[config.mk]
export PLATFORM = sky130hd
export DESIGN_NAME = ivc_channel
export DESIGN_NICKNAME = d
export VERILOG_FILES = /design/src/rtl/ivc_pkg.sv /design/src/rtl/ivc_load_stage.sv /design/src/rtl/ivc_gate_trig.sv /design/src/rtl/ivc_core.sv /design/src/rtl/ivc_wave.sv /design/src/rtl/ivc_channel.sv
export SDC_FILE = /design/constraint.sdc
export NUM_CORES = 1
export LEC_CHECK = 0
export BUFFER_PORTS_ARGS = -buffer_cell sky130_fd_sc_hd__buf_2
export CAP_MARGIN = 30
export CORE_MARGIN = 8
export CORE_UTILIZATION = 55
export CTS_CLUSTER_SIZE = 24
export DETAILED_ROUTE_END_ITERATION = 16
export HOLD_SLACK_MARGIN = 0.05
export PLACE_DENSITY = 0.77
export SYNTH_ARGS = -nofsm -noshare
export SYNTH_HDL_FRONTEND = slang
export SYNTH_SLANG_ARGS = --single-unit
[constraint.sdc]
create_clock -name clk -period 7.4 [get_ports clk]
set_clock_uncertainty 0.05 [all_clocks]
set_input_delay 0 -clock clk [delete_from_list [all_inputs] [get_ports clk]]
set_output_delay 0 -clock clk [all_outputs]
set_load 0.005 [all_outputs]
[src/rtl/ivc_pkg.sv]
package ivc_pkg;

    localparam int IVC_CNT_W = 16;

    typedef enum logic [2:0] {
        M_TERM     = 3'd0,
        M_ONESHOT  = 3'd1,
        M_RATE     = 3'd2,
        M_SQUARE   = 3'd3,
        M_SWSTROBE = 3'd4,
        M_HWSTROBE = 3'd5
    } ivc_mode_e;

    typedef struct packed {
        logic done;
        logic pulse;
    } ivc_flags_t;

    // codes 6 and 7 fold onto the periodic modes
    function automatic ivc_mode_e ivc_norm(input logic [2:0] m);
        case (m)
            3'd6:    return M_RATE;
            3'd7:    return M_SQUARE;
            default: return ivc_mode_e'(m);
        endcase
    endfunction

    function automatic logic ivc_retrig(input ivc_mode_e m);
        return (m == M_ONESHOT) || (m == M_RATE) ||
               (m == M_SQUARE)  || (m == M_HWSTROBE);
    endfunction

endpackage

[src/rtl/ivc_load_stage.sv]
module ivc_load_stage
    import ivc_pkg::*;
#(
    parameter int CNT_W = IVC_CNT_W,
    localparam int PER_W = CNT_W + 1
) (
    input  logic             clk,
    input  logic             rst,
    input  logic             tick_i,
    input  logic             load_i,
    input  logic [CNT_W-1:0] reload_i,
    input  logic [2:0]       mode_i,
    output logic             pend_o,
    output logic [PER_W-1:0] pend_per_o,
    output ivc_mode_e        pend_mode_o
);
    localparam logic [PER_W-1:0] FULL = PER_W'(1) << CNT_W;

    always_ff @(posedge clk) begin
        if (rst) begin
            pend_o      <= 1'b0;
            pend_per_o  <= FULL;
            pend_mode_o <= M_SQUARE;
        end else begin
            if (load_i) begin
                pend_o      <= 1'b1;
                pend_per_o  <= (reload_i == '0) ? FULL : {1'b0, reload_i};
                pend_mode_o <= ivc_norm(mode_i);
            end else if (tick_i) begin
                pend_o <= 1'b0;
            end
        end
    end
endmodule

[src/rtl/ivc_gate_trig.sv]
module ivc_gate_trig (
    input  logic clk,
    input  logic rst,
    input  logic tick_i,
    input  logic gate_i,
    output logic trig_o
);
    logic gate_q;
    logic rise;

    assign rise = gate_i & ~gate_q;

    always_ff @(posedge clk) begin
        if (rst) begin
            gate_q <= 1'b0;
            trig_o <= 1'b0;
        end else begin
            gate_q <= gate_i;
            if (rise)
                trig_o <= 1'b1;
            else if (tick_i)
                trig_o <= 1'b0;
        end
    end
endmodule

[src/rtl/ivc_core.sv]
module ivc_core
    import ivc_pkg::*;
#(
    parameter int CNT_W = IVC_CNT_W,
    localparam int PER_W = CNT_W + 1
) (
    input  logic             clk,
    input  logic             rst,
    input  logic             tick_i,
    input  logic             start_i,
    input  logic             retrig_i,
    input  logic [PER_W-1:0] pend_per_i,
    input  ivc_mode_e        pend_mode_i,
    output logic [PER_W-1:0] per_o,
    output ivc_mode_e        mode_o,
    output logic [CNT_W-1:0] elap_o,
    output ivc_flags_t       flags_o
);
    localparam logic [PER_W-1:0] FULL = PER_W'(1) << CNT_W;

    logic [PER_W-1:0] per_nx;
    ivc_mode_e        mode_nx;
    logic [CNT_W-1:0] elap_nx;
    ivc_flags_t       flags_nx;
    logic             hit;

    // elapsed ticks about to reach the period
    assign hit = (({1'b0, elap_o} + PER_W'(1)) == per_o);

    always_comb begin
        per_nx   = per_o;
        mode_nx  = mode_o;
        elap_nx  = elap_o;
        flags_nx = flags_o;
        if (start_i) begin
            per_nx   = pend_per_i;
            mode_nx  = pend_mode_i;
            elap_nx  = '0;
            flags_nx = '0;
        end else if (tick_i) begin
            if (retrig_i) begin
                elap_nx  = '0;
                flags_nx = '0;
            end else begin
                case (mode_o)
                    M_RATE: begin
                        elap_nx        = hit ? '0 : elap_o + CNT_W'(1);
                        flags_nx.pulse = hit;
                    end
                    M_SQUARE: begin
                        elap_nx = hit ? '0 : elap_o + CNT_W'(1);
                    end
                    default: begin
                        elap_nx        = elap_o + CNT_W'(1);
                        flags_nx.pulse = hit & ~flags_o.done;
                        if (hit)
                            flags_nx.done = 1'b1;
                    end
                endcase
            end
        end
    end

    always_ff @(posedge clk) begin
        if (rst) begin
            per_o   <= FULL;
            mode_o  <= M_SQUARE;
            elap_o  <= '0;
            flags_o <= '0;
        end else begin
            per_o   <= per_nx;
            mode_o  <= mode_nx;
            elap_o  <= elap_nx;
            flags_o <= flags_nx;
        end
    end
endmodule

[src/rtl/ivc_wave.sv]
module ivc_wave
    import ivc_pkg::*;
#(
    parameter int CNT_W = IVC_CNT_W,
    localparam int PER_W = CNT_W + 1
) (
    input  logic [PER_W-1:0] per_i,
    input  ivc_mode_e        mode_i,
    input  logic [CNT_W-1:0] elap_i,
    input  ivc_flags_t       flags_i,
    output logic [CNT_W-1:0] count_o,
    output logic             out_o
);
    logic [PER_W:0]   per_inc;
    logic [PER_W-1:0] half;
    logic [PER_W-1:0] twice;
    logic [PER_W-1:0] rem;

    assign per_inc = {1'b0, per_i} + (PER_W+1)'(1);
    assign half    = per_inc[PER_W:1];
    assign twice   = {elap_i, 1'b0};
    assign rem     = (twice >= per_i) ? (twice - per_i) : twice;

    always_comb begin
        case (mode_i)
            M_TERM, M_ONESHOT: out_o = flags_i.done;
            M_SQUARE:          out_o = ({1'b0, elap_i} < half);
            default:           out_o = flags_i.pulse;
        endcase
        if (mode_i == M_SQUARE)
            count_o = CNT_W'(per_i - rem);
        else
            count_o = CNT_W'(per_i - {1'b0, elap_i});
    end
endmodule

[src/rtl/ivc_channel.sv]
module ivc_channel
    import ivc_pkg::*;
#(
    parameter int CNT_W = IVC_CNT_W,
    localparam int PER_W = CNT_W + 1
) (
    input  logic             clk,
    input  logic             rst,
    input  logic             tick_i,
    input  logic             load_i,
    input  logic [CNT_W-1:0] reload_i,
    input  logic [2:0]       mode_i,
    input  logic             gate_i,
    output logic [CNT_W-1:0] count_o,
    output logic             out_o
);
    logic             pend;
    logic [PER_W-1:0] pend_per;
    ivc_mode_e        pend_mode;
    logic             trig;
    logic [PER_W-1:0] per_q;
    ivc_mode_e        mode_q;
    logic [CNT_W-1:0] elap_q;
    ivc_flags_t       flags_q;
    logic             start_w;
    logic             retrig_w;
    logic             restart_w;

    assign start_w   = tick_i & pend;
    assign retrig_w  = tick_i & trig & ivc_retrig(mode_q);
    assign restart_w = start_w | retrig_w;

    ivc_load_stage #(.CNT_W(CNT_W)) u_load (
        .clk(clk), .rst(rst), .tick_i(tick_i), .load_i(load_i),
        .reload_i(reload_i), .mode_i(mode_i),
        .pend_o(pend), .pend_per_o(pend_per), .pend_mode_o(pend_mode)
    );

    ivc_gate_trig u_gate (
        .clk(clk), .rst(rst), .tick_i(tick_i), .gate_i(gate_i), .trig_o(trig)
    );

    ivc_core #(.CNT_W(CNT_W)) u_core (
        .clk(clk), .rst(rst), .tick_i(tick_i), .start_i(start_w),
        .retrig_i(retrig_w), .pend_per_i(pend_per), .pend_mode_i(pend_mode),
        .per_o(per_q), .mode_o(mode_q), .elap_o(elap_q), .flags_o(flags_q)
    );

    ivc_wave #(.CNT_W(CNT_W)) u_wave (
        .per_i(per_q), .mode_i(mode_q), .elap_i(elap_q), .flags_i(flags_q),
        .count_o(count_o), .out_o(out_o)
    );
endmodule

==> results of run 1 <==
[power breakdown]
part           internal, mW  total (mW)  switching, mW
sequential            0.339       0.353         0.0137
clock                 0.196       0.325          0.129
combinational         0.149       0.308          0.159
total                 0.685       0.986          0.301
[Yosys cell counts, types with 7 or more instances]
master    count  area [um2]
nor3_1       27         135
buf_2        10        50.1
a211oi_1      7        52.6
mux2i_1      20         200
inv_1        35         131
xnor2_1      45         394
nor2_1       72         270
ha_1         49         613
nand2_1      74         278
xor2_1       13         114
and2_1        7        43.8
clkbuf_1     23        86.3
o21a_1       12        90.1
dfxtp_1      61        1220
nor4_1       11        68.8
a22oi_1      11        82.6
nand3_1      24         120
a21oi_1      63         315
o21ai_0      26         130
nor2b_1       9        56.3
[routing by layer]
layer  vias up  wire length (um)  part of all wire [%]  global-route usage (%)
met4         0               314                   2.1                    8.12
met2       150              7490                    49                    42.0
met5         -                 0                     0                       0
met3        22               659                   4.3                    3.44
li1       2668                 -                     -                       -
met1      2536              6810                    45                    28.1
[worst max-delay path, cell delays in order (launching register included)]
cell	delay (ps)
dfxtp_1	550
inv_1	160
ha_1	340
nor2b_1	160
o2111a_1	270
or3_1	400
a2111o_1	400
a21oi_1	140
o21ai_1	210
mux2i_1	170
nor2_1	110
a21oi_1	80
fa_1	470
a21o_1	170
a21oi_1	230
o21bai_1	110
a211oi_1	320
o31ai_1	180
or4_1	470
a31o_2	250
a21oi_1	170
xnor2_1	130
buf_2	130
[cell families after synthesis]
kind of cell	count (synthesis)	share of synthesized area, %
XOR/XNOR	59	9.71
adder cells (fa/ha/maj)	51	12.0
flip-flops	61	22.4
AO/OA/AOI/OAI	181	21.6
multiplexers	22	4.08
AND/OR/NAND/NOR	272	24.8
buffers and inverters	73	5.52
[how the worst min path moves through the flow]
stage               from  depth (start not counted)                    end  slack (ps)
3_5_place_dp   mode_i[0]                          2  u_load.pend_mode_o[0]         170
5_1_grt           load_i                          3          u_load.pend_o         100
3_3_place_gp   mode_i[0]                          2  u_load.pend_mode_o[0]         160
4_1_cts           load_i                          3  u_load.pend_per_o[16]          60
6_report          load_i                          3  u_load.pend_per_o[16]          70
2_1_floorplan  mode_i[0]                          1  u_load.pend_mode_o[0]          70
[through the flow]
stage / utilization, % / setup slack (ps)
floorplan: - / 2180
global placement: 58.4 / 1950
detailed placement: 58.4 / 1800
CTS: 62.8 / 1410
global route: 62.8 / 1050
finish: 62.8 / 1380
[flip-flops by register name, summed over array words and instances, names as in the netlist]
name                count
u_gate.trig_o           1
u_gate.gate_q           1
u_load.pend_mode_o      3
u_core.per_o           17
u_core.elap_o          16
u_load.pend_o           1
u_core.mode_o           3
u_core.flags_o          2
u_load.pend_per_o      17
[repair_timing]
action	in CTS	in global routing
hold buffers	22	0
endpoints found under the setup margin	0	0
hold endpoints to repair	21	0
[area by class of cell]
cell class / count / area share, %
well taps: 133 / 2.72
clock inverters: 4 / 1.19
clock buffers: 11 / 2.31
repair buffers: 65 / 7.24
inverters: 35 / 2.15
multi-input cells: 585 / 64.4
flip-flops and latches: 61 / 20.0
==> flow_metrics.py, run 1 <==
metrics = {
    "worst_setup_path": {
        "cp_max_fo": 8,
        "worstSetupEndpointType": "output pin",
        "worst_r2r_endpoint": "u_core.elap_o[12]",
        "critPathLaunch": "u_core.per_o[1]",
        "cp-start-kind": "register",
        "rr_startpoint": "u_core.elap_o[0]",
        "required_ps": 7350,
        "crit_type": "reg -> out",
        "cp-endpoint": "count_o[14]",
        "r2r_slack_ps": 3530,
        "critical_path_arrival_ps": 5970,
        "reg2reg_depth": 10,
    },
    "sta": {
        "setup_viol": 0,
        "fin_crit_ps": 6020,
        "worst_pin_slew_ps": 778,
        "final.period_utilization_pct": 81.4,
        "max_freq_ghz": 0.166,
        "hold_viol_final": 0,
        "timing.slew.headroom_pct": 47.4,
        "whs_ps": 71.9,
        "setup_tns_ps": 0,
        "slew_viol_final": 0,
        "rsz0062_at_grt": "no",
    },
    "pwr": {
        "vdd_ir_drop_max_v": 0.000169,
        "powerDensity_nw_per_um2": 161,
        "p_leak_nw": 2.48,
        "p_total_uw": 986,
    },
    "outcome": {
        "status": "finished clean",
    },
    "floorplanning": {
        "die_w_um": 116,
        "rows": 36,
        "start_util_pct": 56.1,
        "die_h_um": 116,
        "io_pins": 41,
        "coreArea_um2": 9730,
        "die_area_um2": 13400,
    },
    "layout": {
        "final_area_um2": 6110,
        "multi_input_area_um2": 3940,
        "fin_cells": 894,
        "fin_nets": 832,
        "final_layout_size_suffix_gt1_share_pct": 9.07,
        "most-common-layout-cells": "nand2_1, nor2_1, a21oi_1",
        "insertedDiodeCount": 0,
        "fillers": 893,
        "syn_to_final_growth_pct": 12.0,
        "ff_latch_area_um2": 1220,
        "final_common_cell": "nand2_1",
    },
    "drt": {
        "drt_wl_total_mm": 15.3,
        "vias": 5376,
        "antenna_left": 0,
        "viasPerCell": 6.01,
        "first_pass_iters": 6,
        "drt_iter0_drc": 488,
        "drc_errors": 0,
        "wl_per_cell_um": 17.1,
    },
    "placement": {
        "place_congestion": 1.06,
        "hpwlAfterDp_mm": 11.7,
        "place_area_um2": 5680,
        "place_inst": 857,
        "portBuffers": 40,
    },
    "clock_tree": {
        "cts_tree": "built",
        "htreeDepth": 3,
        "numCtsBuffers": 9,
        "clock_latency_ps": 340,
        "cts_setup_buffers": 0,
        "cts-resized-gates": 0,
        "clk_root_buffer_cell": "clkbuf_8",
        "cts_buffer_depth": 2,
        "cts_sinks": 61,
        "path_clk_slew_ps": 70,
    },
    "yosys": {
        "ys_seq_elements": 61,
        "seq_area_frac_synth_pct": 22.4,
        "syn_inst": 719,
        "syn_area_um2": 5460,
        "yosysWarnings": 0,
        "yosysUniqueCellTypes": 66,
        "async_flop_share_pct": 0,
        "synth_edf_count": 0,
        "synthesis.nets": 794,
        "synth_flop_cell": "dfxtp_1",
        "avgSynthCellArea_um2": 7.60,
    },
    "grt": {
        "grt_use_total_pct": 23.5,
        "grt-ovfl-total": 0,
        "antenna_found_initial": 0,
        "grt_pass1_wl_mm": 25.2,
        "grt_max_degree": 48,
        "first_global_vias": 5251,
    },
    "run": {
        "drv_cap": 0,
    },
    "hold_path": {
        "min_path_type": "in -> reg",
    },
}
(Power assumes the default switching activity.)
==> run 2, diff against run 1 <==
--- a/config.mk
+++ b/config.mk
@@ -5,6 +5,7 @@
 export SDC_FILE = /design/constraint.sdc
 export NUM_CORES = 1
 export LEC_CHECK = 0
+export ABC_AREA = 1
 export BUFFER_PORTS_ARGS = -buffer_cell sky130_fd_sc_hd__buf_2
 export CAP_MARGIN = 30
 export CORE_MARGIN = 8
@@ -12,7 +13,7 @@
 export CTS_CLUSTER_SIZE = 24
 export DETAILED_ROUTE_END_ITERATION = 16
 export HOLD_SLACK_MARGIN = 0.05
-export PLACE_DENSITY = 0.77
+export PLACE_DENSITY = 0.8
 export SYNTH_ARGS = -nofsm -noshare
 export SYNTH_HDL_FRONTEND = slang
 export SYNTH_SLANG_ARGS = --single-unit
==> constraint.sdc (replaced) <==
create_clock -name clk -period 5.4 [get_ports clk]
set_clock_uncertainty 0.05 [all_clocks]
set_input_delay 0 -clock clk [delete_from_list [all_inputs] [get_ports clk]]
set_output_delay 0 -clock clk [all_outputs]
set_load 0.005 [all_outputs]
==> run 2 against run 1 <==
  * Synthesized area decreased by 0.71%
  * Sequential power up 39%
  * Flip-flop and latch count unchanged
  * Die area shrank 0.61%
  * Critical path depth is 1 higher
  * Combinational power rose by 66%
  * Routed wire length grew 10%
  * First-iteration DRC count grew 23%
  * Largest cell class unchanged
  * Largest power group is now combinational logic
==> flow_metrics.py, run 2 <==
metrics = {
    "clock_tree": {
        "numCtsBuffers": 9,
        "clock_latency_ps": 350,
        "cts_buffer_depth": 2,
        "path_clk_slew_ps": 70,
        "htreeDepth": 3,
        "cts_tree": "built",
        "cts-resized-gates": 0,
        "clk_root_buffer_cell": "clkbuf_8",
        "cts_sinks": 61,
    },
    "sta": {
        "hold_viol_final": 0,
        "setup_tns_ps": 0,
        "setup_viol": 0,
        "fin_crit_ps": 4740,
        "rsz0062_at_grt": "no",
        "timing.slew.headroom_pct": 53.7,
        "slew_viol_final": 0,
        "worst_pin_slew_ps": 694,
        "max_freq_ghz": 0.211,
        "final.period_utilization_pct": 87.8,
    },
    "yosys": {
        "avgSynthCellArea_um2": 6.43,
        "synth_area_leader_cell": "dfxtp_1",
        "yosys.area.top_type_share_pct": 22.5,
        "synth_edf_count": 0,
        "yosysUniqueCellTypes": 44,
        "ys_seq_elements": 61,
        "synthesis.nets": 919,
        "seq_area_frac_synth_pct": 22.5,
        "yosysWarnings": 0,
        "async_flop_share_pct": 0,
        "yosys-top-cells-count": "nand2_1, a21oi_1, nor2_1",
        "synth_flop_cell": "dfxtp_1",
        "syn_inst": 844,
        "synth_most_common_cell": "nand2_1",
        "syn_area_um2": 5420,
        "synth.area.top_cells": "dfxtp_1, nand2_1, ha_1, a21oi_1, nor2_1",
    },
    "layout": {
        "most-common-layout-cells": "nand2_1, a21oi_1, nor2_1",
        "insertedDiodeCount": 0,
        "syn_to_final_growth_pct": 16.5,
        "fin_cells": 1050,
        "fin_nets": 990,
        "final_area_um2": 6320,
        "final_layout_size_suffix_gt1_share_pct": 10.3,
        "final_common_cell": "nand2_1",
        "reg.largest.list": "u_core.per_o: 17 flops, u_load.pend_per_o: 17 flops, u_core.elap_o: 16 flops",
        "fin_util_pct": 65.3,
    },
    "drt": {
        "wl_per_cell_um": 16.1,
        "drc_errors": 0,
        "viasPerCell": 5.70,
        "drt_wl_total_mm": 16.9,
        "antenna_left": 0,
        "drt_iter0_drc": 601,
        "first_pass_iters": 6,
        "vias": 5983,
    },
    "pwr": {
        "pwr-share-seq_pct": 34.9,
        "vdd_ir_drop_max_v": 0.000233,
        "powerDensity_nw_per_um2": 223,
        "power_frac_comb_pct": 36.2,
        "p_clk_share_pct": 29.0,
        "p_int_uw": 912,
        "switching_share_pct": 35.3,
        "p_leak_nw": 2.79,
        "p_switching_uw": 498,
    },
    "grt": {
        "grt_pass1_wl_mm": 27.8,
        "grt_max_degree": 34,
        "grt_use_total_pct": 26.5,
        "first_global_vias": 5662,
        "antenna_found_initial": 0,
        "grt-ovfl-total": 0,
    },
    "worst_setup_path": {
        "cp_max_fo": 10,
        "r2r_slack_ps": 2570,
        "required_ps": 5350,
        "crit_type": "reg -> out",
        "worstSetupEndpointType": "output pin",
        "cp-start-kind": "register",
        "critical_path_arrival_ps": 4690,
    },
    "outcome": {
        "status": "finished clean",
    },
    "floorplanning": {
        "io_pins": 41,
        "die_h_um": 115,
        "rows": 36,
        "coreArea_um2": 9680,
        "start_util_pct": 56.0,
        "die_w_um": 115,
        "die_area_um2": 13300,
    },
    "run": {
        "drv_cap": 0,
    },
    "placement": {
        "portBuffers": 40,
        "place_inst": 996,
        "hpwlAfterDp_mm": 12.2,
        "place_area_um2": 5720,
        "place_congestion": 0.987,
    },
    "hold_path": {
        "min_path_type": "in -> reg",
    },
}
==> run 2: per-layer routing <==
metal | GRT usage (%) | wire, um
met1 | 33.0 | 7100
met2 | 43.1 | 7540
met3 | 4.20 | 1560
met4 | 13.6 | 663
met5 | 0 | 0
==> run 2: kinds of logic after synthesis <==
| logic type | Yosys count | share of synthesized area [%] |
|---|---|---|
| AO/OA/AOI/OAI | 177 | 18.4 |
| XOR/XNOR | 42 | 7.04 |
| adder cells (fa/ha/maj) | 51 | 12.0 |
| buffers and inverters | 102 | 7.41 |
| flip-flops | 61 | 22.5 |
| AND/OR/NAND/NOR | 411 | 32.6 |
==> run 2: worst max-delay path, cell delays in order (launching register included) <==
cell and delay [ps]:
dfxtp_1 420, clkinv_1 240, ha_1 430, nand2_1 150
nor3_1 190, o21ai_0 100, nand2_1 110, nand2_1 70
nand2_1 80, clkinv_1 230, o211ai_1 230, o21ai_0 120
ha_1 380, nand3_1 90, nand2_1 100, a21oi_1 100
o21ai_0 360, a21boi_0 230, o21ai_0 300, nand3_1 140
nand2_1 80, nand2_1 50, nand2_1 50, buf_2 100
==> run 2: path summary, 6_finish.rpt <==
path / start / endpoint / depth (start not counted)
worst min-delay path: load_i / u_load.pend_per_o[15] / 3
worst max-delay path: u_core.per_o[11] / count_o[13] / 23
worst min register to register: u_gate.gate_q / u_gate.trig_o / 1
worst max register to register: u_core.elap_o[0] / u_core.elap_o[0] / 14
==> run 2: layout make-up <==
cell class,count,area [um2]
clock buffer,11,151
fill,898,3360
clock inverter,2,35.0
sequential,61,1220
inverter,78,293
multi-input combinational,681,3800
timing repair buffer,84,653
tap,133,166
==> run 2: power by group through the flow <==
stage,Clock [mW],Combinational [mW],Sequential (mW)
after global routing,0.433,0.573,0.494
after global placement,0,0.478,0.499
after CTS,0.410,0.505,0.490
final,0.408,0.510,0.492
after detailed placement,0,0.480,0.500
after floorplan,0,0.337,0.492
==> run 2: timing repair <==
item / in CTS / in global routing
endpoints found under the hold margin: 24 / 0
hold buffers: 41 / 0
setup buffers: 0 / 0
==> run 2: metrics by stage <==
stage	total power [mW]	hold slack [ps]	worst slack, ps
finish	1.41	161	659
global route	1.50	181	200
CTS	1.40	61.1	722
detailed placement	0.980	173	1130
global placement	0.977	166	1280
floorplan	0.829	75.3	1780
==> run 3, diff against run 2 <==
--- a/config.mk
+++ b/config.mk
@@ -13,7 +13,8 @@
 export CTS_CLUSTER_SIZE = 24
 export DETAILED_ROUTE_END_ITERATION = 16
 export HOLD_SLACK_MARGIN = 0.05
-export PLACE_DENSITY = 0.8
+export PLACE_DENSITY = 0.79
 export SYNTH_ARGS = -nofsm -noshare
 export SYNTH_HDL_FRONTEND = slang
+export SYNTH_HIERARCHICAL = 1
 export SYNTH_SLANG_ARGS = --single-unit
==> run 3 against run 2 <==
  * Critical path depth fell by 3
  * Flip-flop and latch count stayed put
  * Hold slack gained 230 ps
  * Global-route usage down 2.8 points
  * Sequential power rose by 0.8%
  * Synthesized cell count is 13% higher
  * Setup slack improved by 230 ps
  * Register-to-register slack gained 230 ps
  * Maximum frequency grew 5.0%
  * First-iteration DRC count shrank 16%
  * Non-clock buffer count decreased by 14
  * Clock power about the same
  * Critical endpoint is now count_o[12]
==> flow_metrics.py, run 3 <==
metrics = {
    "yosys": {
        "synth_area_leader_cell": "dfxtp_1",
        "yosysWarnings": 6,
        "syn_area_um2": 5980,
        "seq_area_frac_synth_pct": 20.4,
        "synth_xor_area_share_pct": 5.72,
        "synth_mux_area_share_pct": 0.168,
        "ys_seq_elements": 61,
        "synth_most_common_cell": "nand2_1",
        "yosysUniqueCellTypes": 48,
        "synth_flop_cell": "dfxtp_1",
        "synthSimpleGateAreaFrac_pct": 37.0,
        "synth.area.top_cells": "dfxtp_1, nand2_1, ha_1, nor2_1, inv_1",
        "yosys.area_share.adder_pct": 10.9,
        "async_flop_share_pct": 0,
        "yosys-top-cells-count": "nand2_1, nor2_1, inv_1",
        "yosys.area.top_type_share_pct": 20.4,
        "syn_inst": 955,
        "synth_edf_count": 0,
        "synth_top_family_by_area": "simple AND/OR/NAND/NOR gates",
        "synthesis.nets": 1030,
        "synth_compound_area_share_pct": 15.7,
        "avgSynthCellArea_um2": 6.26,
    },
    "sta": {
        "final.period_utilization_pct": 83.6,
        "rsz0062_at_grt": "no",
        "whs_ps": 394,
        "setup_tns_ps": 0,
        "fin_crit_ps": 4510,
        "max_freq_ghz": 0.222,
        "hold_viol_final": 0,
        "slew_viol_final": 0,
        "setup_viol": 0,
        "timing.slew.headroom_pct": 44.5,
        "fin_ws_ps": 886,
        "worst_pin_slew_ps": 831,
    },
    "clock_tree": {
        "path_clk_slew_ps": 60,
        "cts_setup_buffers": 0,
        "cts_sinks": 61,
        "cts-resized-gates": 0,
        "clk_root_buffer_cell": "clkbuf_8",
        "cts_tree": "built",
        "cts_buffer_depth": 2,
        "numCtsBuffers": 9,
        "htreeDepth": 3,
        "clock_latency_ps": 340,
    },
    "worst_setup_path": {
        "critPathBufInv": 3,
        "required_ps": 5350,
        "worstSetupEndpointType": "output pin",
        "crit_chain": "inv_1 > ha_1 > ha_1 > nand2_1 > nor2_1 > nand3_2 > nand4_4 > nand3_1 > o21ai_0 > ha_1 > inv_1 > fa_1 > nand3_1 > nand2_1 > a21oi_1 > o21ai_1 > a21boi_1 > o21ai_1 > xor2_1 > buf_2",
        "critical_path_arrival_ps": 4460,
        "crit_path_top_delay_cell": "dfxtp_1",
        "crit_path_frequent_cell": "ha_1",
        "cp-start-kind": "register",
        "cp_max_fo": 15,
        "slowest_delay_ps": 530,
        "critical_path.top_delay_family": "adder cells",
        "crit_type": "reg -> out",
    },
    "hold_path": {
        "min_path_type": "in -> reg",
    },
    "layout": {
        "syn_to_final_growth_pct": 12.4,
        "final_common_cell": "nand2_1",
        "ff_latch_area_um2": 1220,
        "most-common-layout-cells": "nand2_1, nor2_1, inv_1",
        "fillers": 1048,
        "final_area_um2": 6710,
        "multi_input_area_um2": 4160,
        "final_layout_size_suffix_gt1_share_pct": 11.9,
        "reg.largest.list": "u_core/per_o: 17 flops, u_load/pend_per_o: 17 flops, u_core/elap_o: 16 flops",
        "insertedDiodeCount": 0,
        "fin_nets": 1091,
    },
    "pwr": {
        "vdd_ir_drop_max_v": 0.000196,
        "powerDensity_nw_per_um2": 219,
        "p_total_mw": 1.47,
        "p_leak_nw": 3.14,
    },
    "drt": {
        "drc_errors": 0,
        "antenna_left": 0,
        "first_pass_iters": 6,
        "wl_per_cell_um": 14.4,
        "drt_iter0_drc": 502,
        "vias": 6253,
        "viasPerCell": 5.39,
        "drt_wl_total_mm": 16.8,
    },
    "placement": {
        "hpwlAfterDp_mm": 12.5,
        "post-place-ws_ps": 1360,
        "place_congestion": 1.01,
        "portBuffers": 40,
        "place_area_um2": 6230,
    },
    "grt": {
        "first_global_vias": 6049,
        "grt_max_degree": 32,
        "grt-ovfl-total": 0,
        "grt_pass1_wl_mm": 28.2,
        "grt_use_total_pct": 23.7,
        "antenna_found_initial": 0,
    },
    "floorplanning": {
        "coreArea_um2": 10700,
        "io_pins": 41,
        "die_h_um": 120,
        "rows": 38,
        "die_w_um": 120,
        "die_area_um2": 14500,
        "start_util_pct": 55.9,
    },
    "outcome": {
        "status": "finished clean",
    },
    "run": {
        "drv_cap": 0,
    },
}
==> run 3: cell types whose count changed in the layout (fill, tap and decap cells not counted), sizes merged, moves of 12 or more <==
cell and delta:
o21ai +19, dlygate4sd3 -12, a21oi -17, nor2 +45, inv +49, nand3 +29
==> run 3: cells by family after synthesis <==
| kind of cell | count (synthesis) |
|---|---|
| and+or+nand+nor | 488 |
| AOI/OAI and AO/OA | 171 |
| buffers and inverters | 144 |
| DFF | 61 |
| adders and majority gates | 51 |
| xor gates and xnor gates | 39 |
| muxes | 1 |
==> run 3: path summary, 6_finish.rpt <==
check        slack (ps)  depth (start not counted)                   end        startpoint
max                 890                         20           count_o[12]   u_core/per_o[1]
min                 390                          4  u_load/pend_per_o[6]       reload_i[6]
max reg2reg        2800                         12      u_core/elap_o[5]  u_core/elap_o[0]
min reg2reg         420                          2         u_load/pend_o     u_load/pend_o
==> run 3: what timing repair did <==
item / 4_1_cts / 5_1_grt
hold buffers: 29 / 0
endpoints found under the setup margin: 0 / 0
hold endpoints to repair: 27 / 0
==> run 3: area by class of cell <==
type / instances / share of cell area [%]
Clock buffer: 14 / 2.42
Clock inverter: 1 / 0.447
Inverter: 124 / 7.01
Multi-Input combinational cell: 750 / 61.9
Sequential cell: 61 / 18.2
Tap cell: 140 / 2.61
Timing Repair Buffer: 70 / 7.42
==> run 3: metrics by stage <==
stage / util [%] / std cells
after floorplan: - / 955
after global placement: 58.2 / 1116
after detailed placement: 58.2 / 1116
after CTS: 62.8 / 1160
after global routing: 62.8 / 1160
final: 62.8 / 1160
==> run 3: routing by layer <==
layer  wire length [um]  track usage [%]
met5                  0                0
met2               8060             41.7
met4                529             10.7
met3                715             2.42
met1               7460             28.5
==> run 3: worst register-to-register path, delay by kind of cell (launching register included) <==
kind	cells	cell delay [ps]
AO/OA/AOI/OAI	1	70
AND/OR/NAND/NOR	10	1480
flip-flops	1	570
adder cells (fa/ha/maj)	1	290
==> run 3: where the power goes <==
group          switching, mW  total, mW  leakage (nW)  internal, mW
Combinational          0.340      0.566          2.54         0.226
Sequential            0.0249      0.496         0.500         0.472
Clock                  0.169      0.406        0.0968         0.237
